File: src/rtl/irq_pin_pkg.sv
// Package: shared constants and control-register view for the interrupt pin controller.
// Assumes: three event sources in the fixed order {watchdog, alarm, power fail}.
package irq_pin_pkg;
    localparam int SRC_N  = 3;
    localparam int CFG_W  = 8;
    localparam int B_POL  = 3;
    localparam int B_MODE = 2;
    localparam int B_EN_LO = 5;
    localparam logic [CFG_W-1:0] CFG_WR_MASK = 8'hEC;

    typedef enum int unsigned {
        SRC_PFAIL = 0,
        SRC_ALARM = 1,
        SRC_WDOG  = 2
    } src_e;

    typedef struct packed {
        logic [SRC_N-1:0] en;
        logic             pol_high;
        logic             pulse_mode;
    } cfg_t;
endpackage

File: src/rtl/irq_cfg_reg.sv
// Module: control register. Stores the writable bits and presents a decoded view.
// Assumes: reserved bits are masked on write, so they always read 0.
module irq_cfg_reg
    import irq_pin_pkg::*;
(
    input  logic             clk,
    input  logic             rst_n,
    input  logic             we,
    input  logic [CFG_W-1:0] wdata,
    output logic [CFG_W-1:0] rdata,
    output cfg_t             cfg
);
    logic [CFG_W-1:0] reg_q;

    // Purpose: load masked write data, clear on reset.
    always_ff @(posedge clk) begin
        if (!rst_n)
            reg_q <= '0;
        else if (we)
            reg_q <= wdata & CFG_WR_MASK;
    end

    // Purpose: decode the stored bits into named fields.
    always_comb begin
        rdata          = reg_q;
        cfg.en         = reg_q[B_EN_LO +: SRC_N];
        cfg.pol_high   = reg_q[B_POL];
        cfg.pulse_mode = reg_q[B_MODE];
    end
endmodule

File: src/rtl/irq_flag_bank.sv
// Module: one sticky flag per source. An event sets its flag; a read clears all flags.
// Assumes: an event coinciding with a read takes priority for its own flag.
module irq_flag_bank #(
    parameter int N = 3
) (
    input  logic         clk,
    input  logic         rst_n,
    input  logic [N-1:0] ev,
    input  logic         rd,
    output logic [N-1:0] flags
);
    for (genvar i = 0; i < N; i++) begin : g_flag
        logic f_q;
        // Purpose: set on event, clear on read, event wins.
        always_ff @(posedge clk) begin
            if (!rst_n)
                f_q <= 1'b0;
            else
                f_q <= ev[i] | (f_q & ~rd);
        end
        assign flags[i] = f_q;
    end
endmodule

File: src/rtl/irq_pulse_timer.sv
// Module: pulse-width timer counted in tick strobes.
// Assumes: a load takes priority over a tick in the same cycle; a kill takes priority over both.
module irq_pulse_timer #(
    parameter int PULSE_TICKS = 7
) (
    input  logic clk,
    input  logic rst_n,
    input  logic load,
    input  logic kill,
    input  logic tick,
    output logic busy
);
    localparam int CNT_W = $clog2(PULSE_TICKS + 1);
    localparam logic [CNT_W-1:0] LOAD_VAL = CNT_W'(PULSE_TICKS);

    logic [CNT_W-1:0] cnt_q;

    // Purpose: reload on a trigger, count down on ticks until zero.
    always_ff @(posedge clk) begin
        if (!rst_n || kill)
            cnt_q <= '0;
        else if (load)
            cnt_q <= LOAD_VAL;
        else if (tick && cnt_q != '0)
            cnt_q <= cnt_q - 1'b1;
    end

    assign busy = (cnt_q != '0);
endmodule

File: src/rtl/irq_assert_ctrl.sv
// Module: decides whether the interrupt line is active in level or pulse mode.
// Assumes: a mode change only happens through a control write, which releases both state holders.
module irq_assert_ctrl #(
    parameter int PULSE_TICKS = 7
) (
    input  logic clk,
    input  logic rst_n,
    input  logic fire,
    input  logic cfg_wr,
    input  logic flags_rd,
    input  logic tick,
    input  logic pulse_mode,
    output logic active
);
    logic lvl_q;
    logic pulse_busy;

    // Purpose: level-mode hold, set by a trigger and released by a flags read.
    always_ff @(posedge clk) begin
        if (!rst_n || cfg_wr)
            lvl_q <= 1'b0;
        else if (fire && !pulse_mode)
            lvl_q <= 1'b1;
        else if (flags_rd)
            lvl_q <= 1'b0;
    end

    irq_pulse_timer #(.PULSE_TICKS(PULSE_TICKS)) u_timer (
        .clk   (clk),
        .rst_n (rst_n),
        .load  (fire && pulse_mode),
        .kill  (cfg_wr),
        .tick  (tick),
        .busy  (pulse_busy)
    );

    // Purpose: select the state holder for the current mode.
    always_comb begin
        active = pulse_mode ? pulse_busy : lvl_q;
    end
endmodule

File: src/rtl/irq_pin_ctrl.sv
// Module: top level. Merges three event strobes into sticky flags and one interrupt line
// with selectable polarity (push-pull high or open-drain low) and pulse or level mode.
// Assumes: strobes are synchronous single-cycle pulses; tick is a slow time base.
module irq_pin_ctrl
    import irq_pin_pkg::*;
#(
    parameter int PULSE_TICKS = 7
) (
    input  logic             clk,
    input  logic             rst_n,
    input  logic             cfg_we,
    input  logic [CFG_W-1:0] cfg_wdata,
    output logic [CFG_W-1:0] cfg_rdata,
    input  logic             flags_rd,
    input  logic             ev_wdog,
    input  logic             ev_alarm,
    input  logic             ev_pfail,
    input  logic             tick,
    output logic [SRC_N-1:0] flags,
    output logic             irq_level,
    output logic             irq_pull_low
);
    cfg_t             cfg;
    logic [SRC_N-1:0] ev_vec;
    logic             fire;
    logic             active;

    irq_cfg_reg u_cfg (
        .clk   (clk),
        .rst_n (rst_n),
        .we    (cfg_we),
        .wdata (cfg_wdata),
        .rdata (cfg_rdata),
        .cfg   (cfg)
    );

    // Purpose: gather the strobes and gate them with their enables; a write blocks triggers.
    always_comb begin
        ev_vec = '0;
        ev_vec[SRC_WDOG]  = ev_wdog;
        ev_vec[SRC_ALARM] = ev_alarm;
        ev_vec[SRC_PFAIL] = ev_pfail;
        fire = |(ev_vec & cfg.en) && !cfg_we;
    end

    irq_flag_bank #(.N(SRC_N)) u_flags (
        .clk   (clk),
        .rst_n (rst_n),
        .ev    (ev_vec),
        .rd    (flags_rd),
        .flags (flags)
    );

    irq_assert_ctrl #(.PULSE_TICKS(PULSE_TICKS)) u_assert (
        .clk        (clk),
        .rst_n      (rst_n),
        .fire       (fire),
        .cfg_wr     (cfg_we),
        .flags_rd   (flags_rd),
        .tick       (tick),
        .pulse_mode (cfg.pulse_mode),
        .active     (active)
    );

    // Purpose: present the line per polarity; open-drain never drives high.
    always_comb begin
        irq_level    = active &  cfg.pol_high;
        irq_pull_low = active & ~cfg.pol_high;
    end
endmodule

File: config.mk
export PLATFORM = sky130hd
export DESIGN_NAME = irq_pin_ctrl
export DESIGN_NICKNAME = d
export VERILOG_FILES = /design/src/rtl/irq_pin_pkg.sv /design/src/rtl/irq_cfg_reg.sv /design/src/rtl/irq_flag_bank.sv /design/src/rtl/irq_pulse_timer.sv /design/src/rtl/irq_assert_ctrl.sv /design/src/rtl/irq_pin_ctrl.sv
export SDC_FILE = /design/constraint.sdc
export NUM_CORES = 1
export LEC_CHECK = 0
export BUFFER_PORTS_ARGS = -buffer_cell sky130_fd_sc_hd__buf_2
export CELL_PAD_IN_SITES_DETAIL_PLACEMENT = 0
export CELL_PAD_IN_SITES_GLOBAL_PLACEMENT = 1
export CORE_MARGIN = 1
export CORE_UTILIZATION = 31
export CTS_BUF_LIST = sky130_fd_sc_hd__clkbuf_8 sky130_fd_sc_hd__clkbuf_16
export DETAILED_ROUTE_END_ITERATION = 12
export GPL_TIMING_DRIVEN = 1
export PLACE_DENSITY = 0.88
export RECOVER_POWER = 100
export SLEW_MARGIN = 20
export SYNTH_ARGS = -nofsm -noshare
export SYNTH_HDL_FRONTEND = slang
export SYNTH_SLANG_ARGS = --single-unit
File: constraint.sdc
create_clock -name clk -period 1.6 [get_ports clk]
set_input_delay 0.08 -clock clk [delete_from_list [all_inputs] [get_ports clk]]
set_output_delay 0.08 -clock clk [all_outputs]
set_load 0.02 [all_outputs]
==> metrics.cfg <==
[die]
die_x_um = 45.2
coreArea_sq_um = 1750
io_pins = 29
initial_core_util = 0.331
die-area_sq_um = 2040
fp.dieH_um = 45.2
fp-row-count = 15

[worst_setup_path]
rr_startpoint = u_assert.u_timer.cnt_q[0]
worstPathArrival_ns = 1.41
cp.required_ns = 1.52
worstSetupStartpointType = flop
rrSetupSlack_ns = 0.11
critical_path_class = reg -> out
timing.rr.end = u_assert.u_timer.cnt_q[1]
reg2reg_depth = 6
crit_fanout = 2
end_kind = output pin

[layout]
final_cell_area_sq_um = 706
fin_nets = 98
drive_gt1_frac = 0.269
n_antenna_cell = 0
area_delta_synth_final_pct = 22.1
final_core_utilization = 0.404
num-fill-cells = 196

[yosys]
synth-edff-count = 0
synth_most_common_cell = dfxtp_1
synthFlopType = dfxtp_1
synth_seq_cells = 12
yosysSeqAreaShare = 0.416
synth_common_cells = dfxtp_1 (12), nor2b_1 (8), buf_4 (7), a21oi_1 (6), mux2i_1 (5)
synthCells = 59
synth_area_leader_cell = dfxtp_1
yosys-top-cells-area = dfxtp_1 (42%), buf_4 (9.1%), mux2i_1 (8.7%), nor2b_1 (8.7%), a21oi_1 (5.2%)
synthesis.area_per_instance_sq_um = 9.80
synth_cell_types = 21
syn_area_sq_um = 578
yosys_warnings = 0
synth.top_cell.area_share = 0.416
ys_async_sr_fraction = 0

[power_and_ir_drop]
p_leak_uw = 0.000306
powerDensity_nw_per_um2 = 980
ir_drop_v = 0.000462

[min_path]
hold_path.class = in -> reg
worstHoldPathCells = 3
hold-path-endpoint = u_flags.g_flag[2].f_q
worstHoldStart = ev_wdog

[run]
maxCapViolations = 0

[sta]
finalSetupTns_ns = 0
hold_viol = 0
rsz0062_at_grt = no
finalMaxSlewViolations = 0
setup_viol = 0
period_minus_slack_ns = 1.49
fmax_mhz = 670
fin_skew_ns = 0.000718
final.period_utilization = 0.933

[cts]
cts_root_buffer = clkbuf_8
clk_latency_ns = 0.23
htree_levels = 1
path_clk_slew_ns = 0.05
cts_resized = 0
cts_buffer_depth = 2
cts_hold_buffers = 0
clock-sinks = 12
cts_tree = yes
cts_inserted_buffers = 3
post_cts_buffers = 0

[place]
portBuffers = 22
dp_hpwl_um = 766
place_area_sq_um = 669
gp_congestion = 0.639

[route]
wirelength_um = 930
drt_iter0_drc = 2
routedWlPerCell_um = 9.03
vias_per_cell = 4.26
dr.pass1.iters = 4
dr_total_vias = 439
route.detailed.drc = 0
ant_nets = 0

[grt]
antenna_found_initial = 0
grt_max_degree = 10
track_usage = 0.107
grt_pass1_vias = 422
grt_overflow_total = 0
grt_pass1_wl_mm = 1.60

[status]
status = finished clean

-- state kept, by name (all words and copies together), names as in the netlist --
signal / cells
u_cfg.rdata: 5
u_assert.u_timer.cnt_q: 3
u_assert.lvl_q: 1
u_flags.g_flag.f_q: 3
-- routing by layer --
layer	wire [um]	part of all wire	up-vias	track usage
met5	0	0	-	0
met4	0	0	0	0.0545
met3	74	0.080	0	0.0320
met2	451	0.48	16	0.183
met1	404	0.43	199	0.120
li1	-	-	224	-
-- cell usage in the layout, fill, tap and decap left out --
cell type | synthesis | final
dfxtp_1 | 12 | 12
or2b_2 | 1 | 1
xnor2_1 | 1 | 1
inv_1 | 4 | 4
clkbuf_1 | 0 | 8
a222oi_1 | 1 | 1
clkbuf_8 | 0 | 3
buf_2 | 1 | 13
nor3b_2 | 0 | 1
mux2i_1 | 5 | 5
nand2b_1 | 1 | 1
nand2_1 | 1 | 1
nor2_1 | 2 | 2
nor2b_4 | 1 | 1
conb_1 | 1 | 3
nor2b_1 | 8 | 8
a2bb2oi_1 | 1 | 1
a21oi_1 | 6 | 6
and3b_1 | 1 | 1
mux2_1 | 1 | 1
clkbuf_2 | 0 | 1
mux2_2 | 1 | 1
ha_1 | 2 | 2
-- kinds of logic (layout without fill, tap and decap cells) --
logic type / count (synthesis) / count (layout) / synth area share
compound gates: 8 / 8 / 0.0844
xor+xnor: 1 / 1 / 0.0152
fa+ha+maj: 2 / 2 / 0.0433
buf+inv: 12 / 29 / 0.126
flops: 12 / 12 / 0.416
mux: 7 / 7 / 0.126
other cells: 1 / 3 / 0.00649
simple gates: 16 / 16 / 0.184
-- cell type report --
type,instances,area [sq um],area share
clock buffer,3,41.3,0.0585
inverter,4,15.0,0.0213
multi-input combinational,37,278,0.394
sequential,12,240,0.340
tap,25,31.3,0.0443
timing repair buffer,22,100,0.142
-- power breakdown --
part | switching, uW | internal, uW | total [uW]
Clock | 92.4 | 164 | 257
Combinational | 60.9 | 47.4 | 108
Sequential | 10.9 | 316 | 326
Total | 164 | 527 | 691
-- worst max-delay path, stage by stage, from the launching register on --
cell	delay (ns)
dfxtp_1	0.33
inv_1	0.05
ha_1	0.19
ha_1	0.22
nand2_1	0.08
nor3b_2	0.14
buf_2	0.17
-- per-stage QoR --
| step | setup WS, ns | power (uW) | hold slack [ns] | cells |
|---|---|---|---|---|
| after floorplan | 0.152 | 419 | 0.208 | 61 |
| after global placement | 0.153 | 440 | 0.329 | 100 |
| after detailed placement | 0.106 | 443 | 0.333 | 100 |
| after CTS | 0.0485 | 704 | 0.0927 | 103 |
| after global routing | 0.00574 | 731 | 0.107 | 103 |
| final | 0.107 | 691 | 0.0978 | 103 |
-- worst max-delay path by stage --
stage / from / to / slack (ns) / cells past startpoint
after detailed placement: u_assert.u_timer.cnt_q[0] / u_assert.u_timer.cnt_q[1] / 0.11 / 6
after global placement: u_assert.u_timer.cnt_q[0] / u_assert.u_timer.cnt_q[1] / 0.15 / 6
final: u_assert.u_timer.cnt_q[0] / irq_pull_low / 0.11 / 6
after global routing: u_assert.u_timer.cnt_q[0] / irq_pull_low / 0.006 / 6
after floorplan: u_assert.u_timer.cnt_q[0] / irq_pull_low / 0.15 / 5
after CTS: u_assert.u_timer.cnt_q[0] / irq_pull_low / 0.05 / 6
Power figures use the tool's default switching activity.
